File: config.mk
export PLATFORM = sky130hd
export DESIGN_NAME = i2c_wrapreg_target
export DESIGN_NICKNAME = d
export VERILOG_FILES = /design/src/rtl/i2cw_pkg.sv /design/src/rtl/i2cw_line_sync.sv /design/src/rtl/i2cw_ptr_step.sv /design/src/rtl/i2cw_regfile.sv /design/src/rtl/i2c_wrapreg_target.sv
export SDC_FILE = /design/constraint.sdc
export NUM_CORES = 1
export LEC_CHECK = 0
export ABC_AREA = 1
export BUFFER_PORTS_ARGS = -buffer_cell sky130_fd_sc_hd__buf_2
export CAP_MARGIN = 20
export CORE_ASPECT_RATIO = 1.1
export CORE_MARGIN = 2
export CORE_UTILIZATION = 55
export CTS_CLUSTER_SIZE = 28
export DETAILED_ROUTE_END_ITERATION = 8
export HOLD_SLACK_MARGIN = 0.03
export PLACE_DENSITY = 0.9
export SLEW_MARGIN = 20
export SYNTH_ARGS = -nofsm -noshare
export SYNTH_HDL_FRONTEND = slang
export SYNTH_SLANG_ARGS = --single-unit
File: constraint.sdc
create_clock -name clk -period 2.6 [get_ports clk]
set_input_delay 0.78 -clock clk [delete_from_list [all_inputs] [get_ports clk]]
set_output_delay 0.78 -clock clk [all_outputs]
set_load 0.02 [all_outputs]
File: src/rtl/i2cw_pkg.sv
package i2cw_pkg;
  localparam int DW      = 8;
  localparam int AW      = 8;
  localparam int NUM_CFG = 3;
  localparam int NUM_DAT = 10;
  localparam int NUM_REG = NUM_CFG + NUM_DAT;
  localparam int PTR_LAST    = NUM_REG - 1;
  localparam int PTR_SKIP_AT = 9;
  localparam int PTR_SKIP_TO = 3;
  localparam logic [6:0] DEV_ADDR = 7'b0011110;
  // per-register defined-bit masks and reset values, index 0 = reg0
  localparam logic [NUM_CFG-1:0][DW-1:0] CFG_MASK = {8'h03, 8'hE0, 8'hFF};
  localparam logic [NUM_CFG-1:0][DW-1:0] CFG_RST  = {8'h03, 8'h20, 8'h10};

  typedef enum logic [2:0] {
    ST_IDLE,
    ST_ADDR,
    ST_RXPTR,
    ST_RXDAT,
    ST_ACK,
    ST_TX,
    ST_MACK
  } bus_st_t;
endpackage

File: src/rtl/i2cw_line_sync.sv
module i2cw_line_sync #(
  parameter int STAGES = 2
) (
  input  logic clk,
  input  logic rst_n,
  input  logic line_i,
  output logic level,
  output logic rise,
  output logic fall
);
  logic [STAGES:0] sh;

  always_ff @(posedge clk or negedge rst_n) begin
    if (!rst_n) sh <= '1;
    else        sh <= {sh[STAGES-1:0], line_i};
  end

  assign level = sh[STAGES-1];
  assign rise  = sh[STAGES-1] & ~sh[STAGES];
  assign fall  = ~sh[STAGES-1] & sh[STAGES];
endmodule

File: src/rtl/i2cw_ptr_step.sv
module i2cw_ptr_step #(
  parameter int AW      = 8,
  parameter int LAST    = 12,
  parameter int SKIP_AT = 9,
  parameter int SKIP_TO = 3
) (
  input  logic [AW-1:0] cur,
  output logic [AW-1:0] nxt
);
  always_comb begin
    if (cur >= AW'(LAST))           nxt = '0;
    else if (cur == AW'(SKIP_AT-1)) nxt = AW'(SKIP_TO);
    else                            nxt = cur + 1'b1;
  end
endmodule

File: src/rtl/i2cw_regfile.sv
module i2cw_regfile
  import i2cw_pkg::*;
#(
  parameter int NCFG = NUM_CFG,
  parameter int NDAT = NUM_DAT
) (
  input  logic                 clk,
  input  logic                 rst_n,
  input  logic                 wr_en,
  input  logic [AW-1:0]        wr_addr,
  input  logic [DW-1:0]        wr_data,
  input  logic                 ld_en,
  input  logic [NDAT*DW-1:0]   ld_data,
  input  logic [AW-1:0]        rd_addr,
  output logic [DW-1:0]        rd_data,
  output logic [NCFG*DW-1:0]   cfg_flat
);
  localparam int NREG = NCFG + NDAT;

  logic [NREG-1:0][DW-1:0] regs;

  always_ff @(posedge clk or negedge rst_n) begin
    if (!rst_n) begin
      for (int i = 0; i < NCFG; i++) regs[i] <= CFG_RST[i] & CFG_MASK[i];
      for (int j = 0; j < NDAT; j++) regs[NCFG+j] <= '0;
    end else begin
      for (int i = 0; i < NCFG; i++)
        if (wr_en && wr_addr == AW'(i)) regs[i] <= wr_data & CFG_MASK[i];
      if (ld_en)
        for (int j = 0; j < NDAT; j++) regs[NCFG+j] <= ld_data[j*DW +: DW];
    end
  end

  always_comb begin
    rd_data = '0;
    for (int i = 0; i < NREG; i++)
      if (rd_addr == AW'(i)) rd_data = regs[i];
  end

  genvar g;
  generate
    for (g = 0; g < NCFG; g++) begin : g_cfg_out
      assign cfg_flat[g*DW +: DW] = regs[g];
    end
  endgenerate
endmodule

File: src/rtl/i2c_wrapreg_target.sv
module i2c_wrapreg_target
  import i2cw_pkg::*;
(
  input  logic                    clk,
  input  logic                    rst_n,
  input  logic                    scl_i,
  input  logic                    sda_i,
  output logic                    sda_oe,
  input  logic                    smp_valid,
  output logic                    smp_ready,
  input  logic [NUM_DAT*DW-1:0]   smp_data,
  output logic [NUM_CFG*DW-1:0]   cfg_data
);
  logic scl_lvl, scl_rise, scl_fall;
  logic sda_lvl, sda_rise, sda_fall;

  i2cw_line_sync #(.STAGES(2)) u_scl (
    .clk(clk), .rst_n(rst_n), .line_i(scl_i),
    .level(scl_lvl), .rise(scl_rise), .fall(scl_fall));
  i2cw_line_sync #(.STAGES(2)) u_sda (
    .clk(clk), .rst_n(rst_n), .line_i(sda_i),
    .level(sda_lvl), .rise(sda_rise), .fall(sda_fall));

  logic start_det, stop_det;
  assign start_det = sda_fall & scl_lvl;
  assign stop_det  = sda_rise & scl_lvl;

  bus_st_t       st, ack_to;
  logic [3:0]    bcnt;
  logic [DW-1:0] rx_sh, tx_sh;
  logic [AW-1:0] ptr, ptr_nxt;
  logic [DW-1:0] rd_data;
  logic          ack_drv, m_ack, rd_busy;

  logic evt_ok, byte_in, ptr_load, wr_en, tx_load, ptr_adv;
  assign evt_ok   = ~start_det & ~stop_det;
  assign byte_in  = evt_ok & scl_fall & (bcnt == 4'd8);
  assign ptr_load = byte_in & (st == ST_RXPTR);
  assign wr_en    = byte_in & (st == ST_RXDAT);
  assign tx_load  = evt_ok & scl_fall &
                    (((st == ST_ACK) & (ack_to == ST_TX)) | ((st == ST_MACK) & m_ack));
  assign ptr_adv  = wr_en | tx_load;

  i2cw_ptr_step #(
    .AW(AW), .LAST(PTR_LAST), .SKIP_AT(PTR_SKIP_AT), .SKIP_TO(PTR_SKIP_TO)
  ) u_step (.cur(ptr), .nxt(ptr_nxt));

  i2cw_regfile #(.NCFG(NUM_CFG), .NDAT(NUM_DAT)) u_regs (
    .clk(clk), .rst_n(rst_n),
    .wr_en(wr_en), .wr_addr(ptr), .wr_data(rx_sh),
    .ld_en(smp_valid & smp_ready), .ld_data(smp_data),
    .rd_addr(ptr), .rd_data(rd_data), .cfg_flat(cfg_data));

  always_ff @(posedge clk or negedge rst_n) begin
    if (!rst_n)        ptr <= '0;
    else if (ptr_load) ptr <= rx_sh;
    else if (ptr_adv)  ptr <= ptr_nxt;
  end

  always_ff @(posedge clk or negedge rst_n) begin
    if (!rst_n) begin
      st <= ST_IDLE; ack_to <= ST_IDLE; bcnt <= '0;
      rx_sh <= '0; tx_sh <= '0; ack_drv <= 1'b0; m_ack <= 1'b0; rd_busy <= 1'b0;
    end else if (start_det) begin
      st <= ST_ADDR; bcnt <= '0; ack_drv <= 1'b0; rd_busy <= 1'b0;
    end else if (stop_det) begin
      st <= ST_IDLE; ack_drv <= 1'b0; rd_busy <= 1'b0;
    end else begin
      unique case (st)
        ST_IDLE: ;
        ST_ADDR, ST_RXPTR, ST_RXDAT: begin
          if (scl_rise && bcnt != 4'd8) begin
            rx_sh <= {rx_sh[DW-2:0], sda_lvl};
            bcnt  <= bcnt + 4'd1;
          end else if (byte_in) begin
            bcnt <= '0;
            if (st == ST_ADDR) begin
              if (rx_sh[7:1] == DEV_ADDR) begin
                ack_drv <= 1'b1;
                st      <= ST_ACK;
                rd_busy <= rx_sh[0];
                ack_to  <= rx_sh[0] ? ST_TX : ST_RXPTR;
              end else begin
                st <= ST_IDLE;
              end
            end else begin
              ack_drv <= 1'b1;
              st      <= ST_ACK;
              ack_to  <= ST_RXDAT;
            end
          end
        end
        ST_ACK: begin
          if (scl_fall) begin
            ack_drv <= 1'b0;
            bcnt    <= '0;
            st      <= ack_to;
            if (tx_load) tx_sh <= rd_data;
          end
        end
        ST_TX: begin
          if (scl_fall) begin
            if (bcnt == 4'd7) begin
              st <= ST_MACK;
            end else begin
              tx_sh <= {tx_sh[DW-2:0], 1'b0};
              bcnt  <= bcnt + 4'd1;
            end
          end
        end
        ST_MACK: begin
          if (scl_rise) m_ack <= ~sda_lvl;
          else if (scl_fall) begin
            bcnt <= '0;
            if (tx_load) begin
              tx_sh <= rd_data;
              st    <= ST_TX;
            end else begin
              st <= ST_IDLE;
            end
          end
        end
        default: st <= ST_IDLE;
      endcase
    end
  end

  assign sda_oe    = ack_drv | ((st == ST_TX) & ~tx_sh[DW-1]);
  assign smp_ready = ~rd_busy;
endmodule

==> impl_table.tex, run 1 <==
\begin{tabular}{lr}
\hline
Metric & Value \\
\hline
\multicolumn{2}{l}{\textbf{Clocking}} \\
Total CTS buffers & 17 \\
Number of buffers on the longest clock path & 2 \\
Root buf cell & sky130\_fd\_sc\_hd\_\_clkbuf\_16 \\
Clock insertion delay at the later pin of the skew report & 0.42 ns \\
CTS clk-pin slew, worst paths & 0.05 ns \\
Maximum level of the CTS H-tree & 4 \\
TritonCTS clock tree & done \\
Cts-stage hold buffer count & 0 \\
Sinks on the clock net & 136 \\
\multicolumn{2}{l}{\textbf{Detailed routing}} \\
Detailed-route wire length & 15.9 mm \\
Routed wire length on met2 & approximately 8 mm \\
Number of nets with antenna violations after routing & 0 \\
Detailed-route DRC error count & 0 \\
Post-detailed-route via-to-cell ratio & 5.47 \\
Pre-Repair DR Iteration Count & 4 \\
Detailed-route wire length per cell & around 15 um \\
Routed length on met3 & 907 um \\
Vias after detailed routing & 5663 \\
Met1 layer wirelength in the final routing & 6.64 mm \\
Uppermost routed layer & met4 \\
Drt first-iter violations & $\sim$340 \\
\multicolumn{2}{l}{\textbf{Global route}} \\
Global-route wire length before repair & 26.1 mm \\
GRT Overall Usage & 0.248 \\
Grt total ovfl & 0 \\
Antenna violations before repair & 0 \\
Vias in the first global route & 5627 \\
Pin count of the biggest net entering global routing & 52 \\
\multicolumn{2}{l}{\textbf{Synthesis}} \\
Proportion of synthesized flip-flops having asynchronous set or reset & 1.00 \\
Seq/Total Area, Yosys & 0.497 \\
Register bit total from synthesis & 136 \\
Mapped Cells & just under 800 \\
Ys flop type & sky130\_fd\_sc\_hd\_\_dfrtp\_1 \\
Distinct cells, synth & 42 \\
Number of enable flip-flop cells after synthesis & 0 \\
Per-instance average area after synthesis & 8.86 sq um \\
Post-Syn Area & about 6900 sq um \\
Synth warn & 0 \\
\multicolumn{2}{l}{\textbf{Timing}} \\
Final period utilization & 0.980 \\
Setup tns final & 0 ns \\
Slew @ Worst Pin & $\sim$0.61 ns \\
Clock period minus final worst setup slack & around 2.5 ns \\
Achievable Freq & 392 MHz \\
Max-slew headroom & 0.589 \\
Unrepaired setup endpoints after global routing & no \\
Largest clock skew in the final design & 0.00591 ns \\
Count of pins over their slew limit & 0 \\
Final setup violating endpoints & 0 \\
Number of endpoints with negative hold slack in the final report & 0 \\
Hold Worst Slack & 0.333 ns \\
\multicolumn{2}{l}{\textbf{Worst hold path}} \\
Worst hold-check path type & in -> async \\
\multicolumn{2}{l}{\textbf{Floorplanning}} \\
Num ports & 111 \\
Width of the die & between 100 and 150 um \\
Row cnt & 42 \\
Die Span Y & 121 um \\
Core outline area & roughly 12000 sq um \\
Initial Utilization & 0.566 \\
Full die area & 13400 sq um \\
\multicolumn{2}{l}{\textbf{Worst setup path}} \\
Worst Path Max Fanout & 8 \\
Type of destination of the critical path & output pin \\
Crit path kind & reg -> out \\
Arr. time, crit path & 1.77 ns \\
Crit path required time & 1.82 ns \\
Sort of element at the start of the critical path & register \\
\multicolumn{2}{l}{\textbf{Pwr}} \\
Total power per unit cell area & roughly 680 nW/um\^{}2 \\
Lkg Pwr & 3.91 nW \\
Worst-case vdd ir drop & 587 uV \\
\multicolumn{2}{l}{\textbf{Placed design}} \\
Placed wire-length estimate & about 12 mm \\
\# placed instances & 1006 \\
Gp weighted congestion & approximately 0.9 \\
\# port buffers & 99 \\
\multicolumn{2}{l}{\textbf{Final layout}} \\
Final core utilization & 0.661 \\
Most frequent cells in the layout & sky130\_fd\_sc\_hd\_\_nand2\_1 (173), sky130\_fd\_sc\_hd\_\_dfrtp\_1 (126), sky130\_fd\_sc\_hd\_\_buf\_2 (98), sky130\_fd\_sc\_hd\_\_a21oi\_1 (87), sky130\_fd\_sc\_hd\_\_inv\_1 (67) \\
Area grow syn2layout & 16.8\% \\
Fraction of layout cells with a size suffix above 1 & 0.277 \\
Count of nets after finishing & 962 \\
Post-Layout Cell Count & 1036 \\
Number of antenna diodes & 0 \\
Most common library cell in the layout ignoring fill and taps & sky130\_fd\_sc\_hd\_\_nand2\_1 \\
\multicolumn{2}{l}{\textbf{Outcome}} \\
Outcome & complete, no violations \\
\multicolumn{2}{l}{\textbf{Flow run}} \\
MaxCap Viol Count & 0 \\
\hline
\end{tabular}
==> critical path, stage by stage (launching register included) <==
cell	delay [ns]
sky130_fd_sc_hd__dfrtp_1	0.54
sky130_fd_sc_hd__inv_2	0.12
sky130_fd_sc_hd__nor2_4	0.13
sky130_fd_sc_hd__inv_2	0.08
sky130_fd_sc_hd__o21ai_0	0.25
sky130_fd_sc_hd__buf_2	0.22
==> cell families after synthesis <==
| logic type | share of synthesized area |
|---|---|
| fa+ha+maj | 0.0109 |
| compound gates | 0.115 |
| other cells | 0.000546 |
| simple gates | 0.203 |
| buf+inv | 0.0859 |
| flops | 0.497 |
| mux | 0.0852 |
| xor+xnor | 0.00255 |
==> per-stage QoR <==
| step | total power, mW | setup WS [ns] | instance area (sq um) |
|---|---|---|---|
| floorplan | 2.97 | 0.501 | 6910 |
| global placement | 3.23 | 0.477 | 7480 |
| detailed placement | 3.26 | 0.413 | 7480 |
| CTS | 5.48 | 0.0385 | 8020 |
| global route | 5.70 | 0.0279 | 8030 |
| finish | 5.47 | 0.0513 | 8030 |
==> power breakdown <==
part / internal, mW / switching, mW / total (mW)
Clock: 1.40 / 0.825 / 2.23
Combinational: 0.286 / 0.485 / 0.771
Sequential: 2.32 / 0.147 / 2.47
Total: 4.01 / 1.46 / 5.47
==> path summary, 6_finish.rpt <==
check / endpoint / slack (ns) / from / cells past startpoint
max: sda_oe / 0.05 / st[2] / 5
min: u_regs.regs[89] / 0.33 / rst_n / 1
max reg2reg: tx_sh[4] / 0.34 / ptr[0] / 15
min reg2reg: u_sda.sh[1] / 0.35 / u_sda.sh[0] / 0
max in group asynchronous: u_regs.regs[48] / 1.61 / rst_n / 2
min in group clk: u_sda.sh[1] / 0.35 / u_sda.sh[0] / 0
==> final cells by class <==
| class | count | area [sq um] |
|---|---|---|
| well taps | 154 | 193 |
| inverters | 80 | 303 |
| flip-flops and latches | 136 | 3420 |
| clock buffers | 27 | 503 |
| fillers | 939 | 4110 |
| repair buffers | 114 | 661 |
| clock inverters | 3 | 40.0 |
| multi-input cells | 522 | 2910 |
==> registers in the layout, indices dropped and copies added, names as in the netlist, 3 cells and up <==
signal / count
u_sda.sh: 3
ack_to: 3
rx_sh: 8
bcnt: 4
u_regs.regs: 80
ptr: 8
st: 3
tx_sh: 8
u_scl.sh: 3
u_regs.cfg_flat: 13
==> cell usage after synthesis (2+ instances only) <==
library cell,instances,area (sq um)
sky130_fd_sc_hd__nor4_4,3,63.8
sky130_fd_sc_hd__nor3_1,5,25.0
sky130_fd_sc_hd__dfrtp_1,126,3150
sky130_fd_sc_hd__o21ai_1,29,145
sky130_fd_sc_hd__xor2_1,2,17.5
sky130_fd_sc_hd__nand2_2,2,12.5
sky130_fd_sc_hd__inv_2,13,48.8
sky130_fd_sc_hd__nor3_2,3,30.0
sky130_fd_sc_hd__nor2_1,54,203
sky130_fd_sc_hd__a31oi_1,3,18.8
sky130_fd_sc_hd__dfstp_2,10,263
sky130_fd_sc_hd__nand4_1,2,12.5
sky130_fd_sc_hd__a21oi_1,87,435
sky130_fd_sc_hd__nand2_1,174,653
sky130_fd_sc_hd__a21oi_2,2,17.5
sky130_fd_sc_hd__mux2_2,52,586
sky130_fd_sc_hd__nor2_2,12,75.1
sky130_fd_sc_hd__o21ai_0,15,75.1
sky130_fd_sc_hd__nand3_1,37,185
sky130_fd_sc_hd__inv_1,67,251
sky130_fd_sc_hd__buf_2,7,35.0
sky130_fd_sc_hd__o22ai_1,4,25.0
sky130_fd_sc_hd__buf_4,25,188
sky130_fd_sc_hd__nor3_4,6,97.6
sky130_fd_sc_hd__ha_1,6,75.1
sky130_fd_sc_hd__clkbuf_1,14,52.6
==> layer usage <==
metal,vias up,GRT usage
met1,2691,0.310
li1,2704,-
met2,215,0.406
met4,0,0.120
met3,53,0.0619
met5,-,0
==> timing repair <==
item                       CTS  global route
gates resized for setup      0             1
setup endpoints to repair    0             1
hold endpoints to repair     0             0
setup buffers                0             0
Note: power is estimated with default switching activity, not from simulation.
==> run 2, diff against run 1 <==
--- a/config.mk
+++ b/config.mk
@@ -13,8 +13,10 @@
 export CORE_UTILIZATION = 55
 export CTS_CLUSTER_SIZE = 28
 export DETAILED_ROUTE_END_ITERATION = 8
+export GPL_ROUTABILITY_DRIVEN = 0
 export HOLD_SLACK_MARGIN = 0.03
 export PLACE_DENSITY = 0.9
+export RECOVER_POWER = 100
 export SLEW_MARGIN = 20
 export SYNTH_ARGS = -nofsm -noshare
 export SYNTH_HDL_FRONTEND = slang
==> run 2 against run 1 <==
The run now ends with max-capacitance violations, max-slew violations left. Critical path depth increased by 1. Clock skew barely moved. Die area did not move. Clock power about the same. Largest power group unchanged. Critical path type unchanged. Register-to-register slack worse by 0.09 ns. Clock-buffer cell count shrank 9. Total power down 0.53%. Highest routed layer unchanged.
==> impl_table.tex, run 2 (synthesis results as in run 1) <==
\begin{tabular}{lr}
\hline
Metric & Value \\
\hline
\multicolumn{2}{l}{\textbf{Final layout}} \\
Most frequent cells in the layout & sky130\_fd\_sc\_hd\_\_nand2\_1 (174), sky130\_fd\_sc\_hd\_\_dfrtp\_1 (126), sky130\_fd\_sc\_hd\_\_a21oi\_1 (88), sky130\_fd\_sc\_hd\_\_buf\_2 (83), sky130\_fd\_sc\_hd\_\_inv\_1 (68) \\
Area grow syn2layout & 15.3\% \\
Largest register by flop count & u\_regs.regs \\
Fraction of layout cells with a size suffix above 1 & 0.254 \\
Number of antenna diodes & 0 \\
Count of nets after finishing & 961 \\
Fill cell count & a little under 1000 \\
Most common library cell in the layout ignoring fill and taps & sky130\_fd\_sc\_hd\_\_nand2\_1 \\
Max FFs per register & 80 \\
\multicolumn{2}{l}{\textbf{Global route}} \\
Global-route wire length before repair & 26.8 mm \\
GRT Overall Usage & 0.254 \\
Vias in the first global route & 5606 \\
Antenna violations before repair & 0 \\
Pin count of the biggest net entering global routing & 70 \\
Grt total ovfl & 0 \\
\multicolumn{2}{l}{\textbf{Timing}} \\
Final setup violating endpoints & 0 \\
Max-slew headroom & -0.135 \\
Clock period minus final worst setup slack & 2.51 ns \\
Setup tns final & 0 ns \\
Post-layout worst setup margin & between 0.08 and 0.09 ns \\
Number of endpoints with negative hold slack in the final report & 0 \\
Slew @ Worst Pin & 1.70 ns \\
Unrepaired setup endpoints after global routing & no \\
Largest clock skew in the final design & 0.00595 ns \\
Count of pins over their slew limit & approximately 140 \\
Achievable Freq & 398 MHz \\
Final period utilization & 0.966 \\
\multicolumn{2}{l}{\textbf{Flow run}} \\
MaxCap Viol Count & 2 \\
\multicolumn{2}{l}{\textbf{Outcome}} \\
Outcome & finished with violations \\
Violations in the final reports & max-capacitance violations, max-slew violations \\
\multicolumn{2}{l}{\textbf{Worst setup path}} \\
Worst Path Max Fanout & 8 \\
Type of destination of the critical path & output pin \\
Crit path required time & 1.82 ns \\
Arr. time, crit path & approximately 1.7 ns \\
Sort of element at the start of the critical path & register \\
Depth of the most critical reg-to-reg path & 10 \\
Setup slack of the worst register-to-register path & about 0.25 ns \\
Crit path kind & reg -> out \\
\multicolumn{2}{l}{\textbf{Pwr}} \\
Worst-case vdd ir drop & 550 uV \\
Lkg Pwr & roughly 3.8 nW \\
Total power per unit cell area & 686 nW/um\^{}2 \\
\multicolumn{2}{l}{\textbf{Clocking}} \\
CTS clk-pin slew, worst paths & 0.06 ns \\
Clock insertion delay at the later pin of the skew report & about 0.43 ns \\
Root buf cell & sky130\_fd\_sc\_hd\_\_clkbuf\_16 \\
TritonCTS clock tree & done \\
Maximum level of the CTS H-tree & 4 \\
Sinks on the clock net & 136 \\
Number of buffers on the longest clock path & 2 \\
Total CTS buffers & 17 \\
\multicolumn{2}{l}{\textbf{Floorplanning}} \\
Row cnt & 42 \\
Width of the die & 111 um \\
Initial Utilization & 0.566 \\
Core outline area & 12100 sq um \\
Die Span Y & 121 um \\
Num ports & 111 \\
Full die area & about 13000 sq um \\
\multicolumn{2}{l}{\textbf{Placed design}} \\
Worst slack after detailed placement & 0.425 ns \\
Placed wire-length estimate & between 10 and 15 mm \\
\# port buffers & 99 \\
\multicolumn{2}{l}{\textbf{Detailed routing}} \\
Detailed-route wire length & 16.3 mm \\
Post-detailed-route via-to-cell ratio & 5.50 \\
Detailed-route DRC error count & 0 \\
Detailed-route wire length per cell & 15.7 um \\
Number of nets with antenna violations after routing & 0 \\
Pre-Repair DR Iteration Count & 7 \\
Drt first-iter violations & 433 \\
Vias after detailed routing & 5703 \\
\multicolumn{2}{l}{\textbf{Worst hold path}} \\
Worst hold-check path type & in -> async \\
\hline
\end{tabular}
-- run 2: cell type report --
type                    instances  area [sq um]  share of cell area
flip-flops and latches        136          3420               0.431
multi-input cells             522          2870               0.362
repair buffers                113           596              0.0752
clock buffers                  18           439              0.0554
inverters                      80           300              0.0379
well taps                     154           193              0.0243
clock inverters                14           109              0.0137
-- run 2: final timing paths --
check                             from              end
setup / recovery                 st[1]           sda_oe
hold / removal                   rst_n  u_regs.regs[89]
setup reg to reg                 st[2]           ptr[3]
hold reg to reg            u_sda.sh[0]      u_sda.sh[1]
max in group asynchronous        rst_n  u_regs.regs[27]
min in group clk           u_sda.sh[0]      u_sda.sh[1]
-- run 2: power breakdown --
part / switching, mW / total, mW / internal (mW)
Combinational: 0.477 / 0.745 / 0.268
Sequential: 0.145 / 2.47 / 2.32
Clock: 0.905 / 2.23 / 1.32
-- run 2: routing by layer --
metal | up-vias | GRT usage | share of wire
met3 | 45 | 0.0699 | 0.064
li1 | 2699 | - | -
met2 | 246 | 0.434 | 0.50
met4 | 0 | 0.102 | 0.028
met5 | - | 0 | 0
met1 | 2713 | 0.307 | 0.41
-- run 2: worst max-delay path: stages (launching register included) --
cell,delay (ns)
sky130_fd_sc_hd__dfrtp_1,0.40
sky130_fd_sc_hd__inv_2,0.17
sky130_fd_sc_hd__nand2_1,0.15
sky130_fd_sc_hd__nor2_4,0.12
sky130_fd_sc_hd__inv_2,0.08
sky130_fd_sc_hd__o21ai_1,0.19
sky130_fd_sc_hd__clkbuf_2,0.20
-- run 2: per-stage QoR --
stage | cell area (sq um) | total power, mW | std cells | util | hold slack, ns
global placement | 7470 | 3.23 | 1005 | 0.616 | 0.346
floorplan | 6910 | 2.97 | 786 | - | 0.345
finish | 7920 | 5.44 | 1037 | 0.653 | 0.133
detailed placement | 7470 | 3.26 | 1005 | 0.616 | 0.349
CTS | 8020 | 5.49 | 1037 | 0.661 | 0.141
global route | 7920 | 5.67 | 1037 | 0.653 | 0.121
-- run 2: timing repair --
| item | 4_1_cts | 5_1_grt |
|---|---|---|
| buffers inserted | 0 | 0 |
| endpoints found under the setup margin | 0 | 1 |
| hold buffers | 0 | 0 |
| gates resized for setup | 0 | 1 |
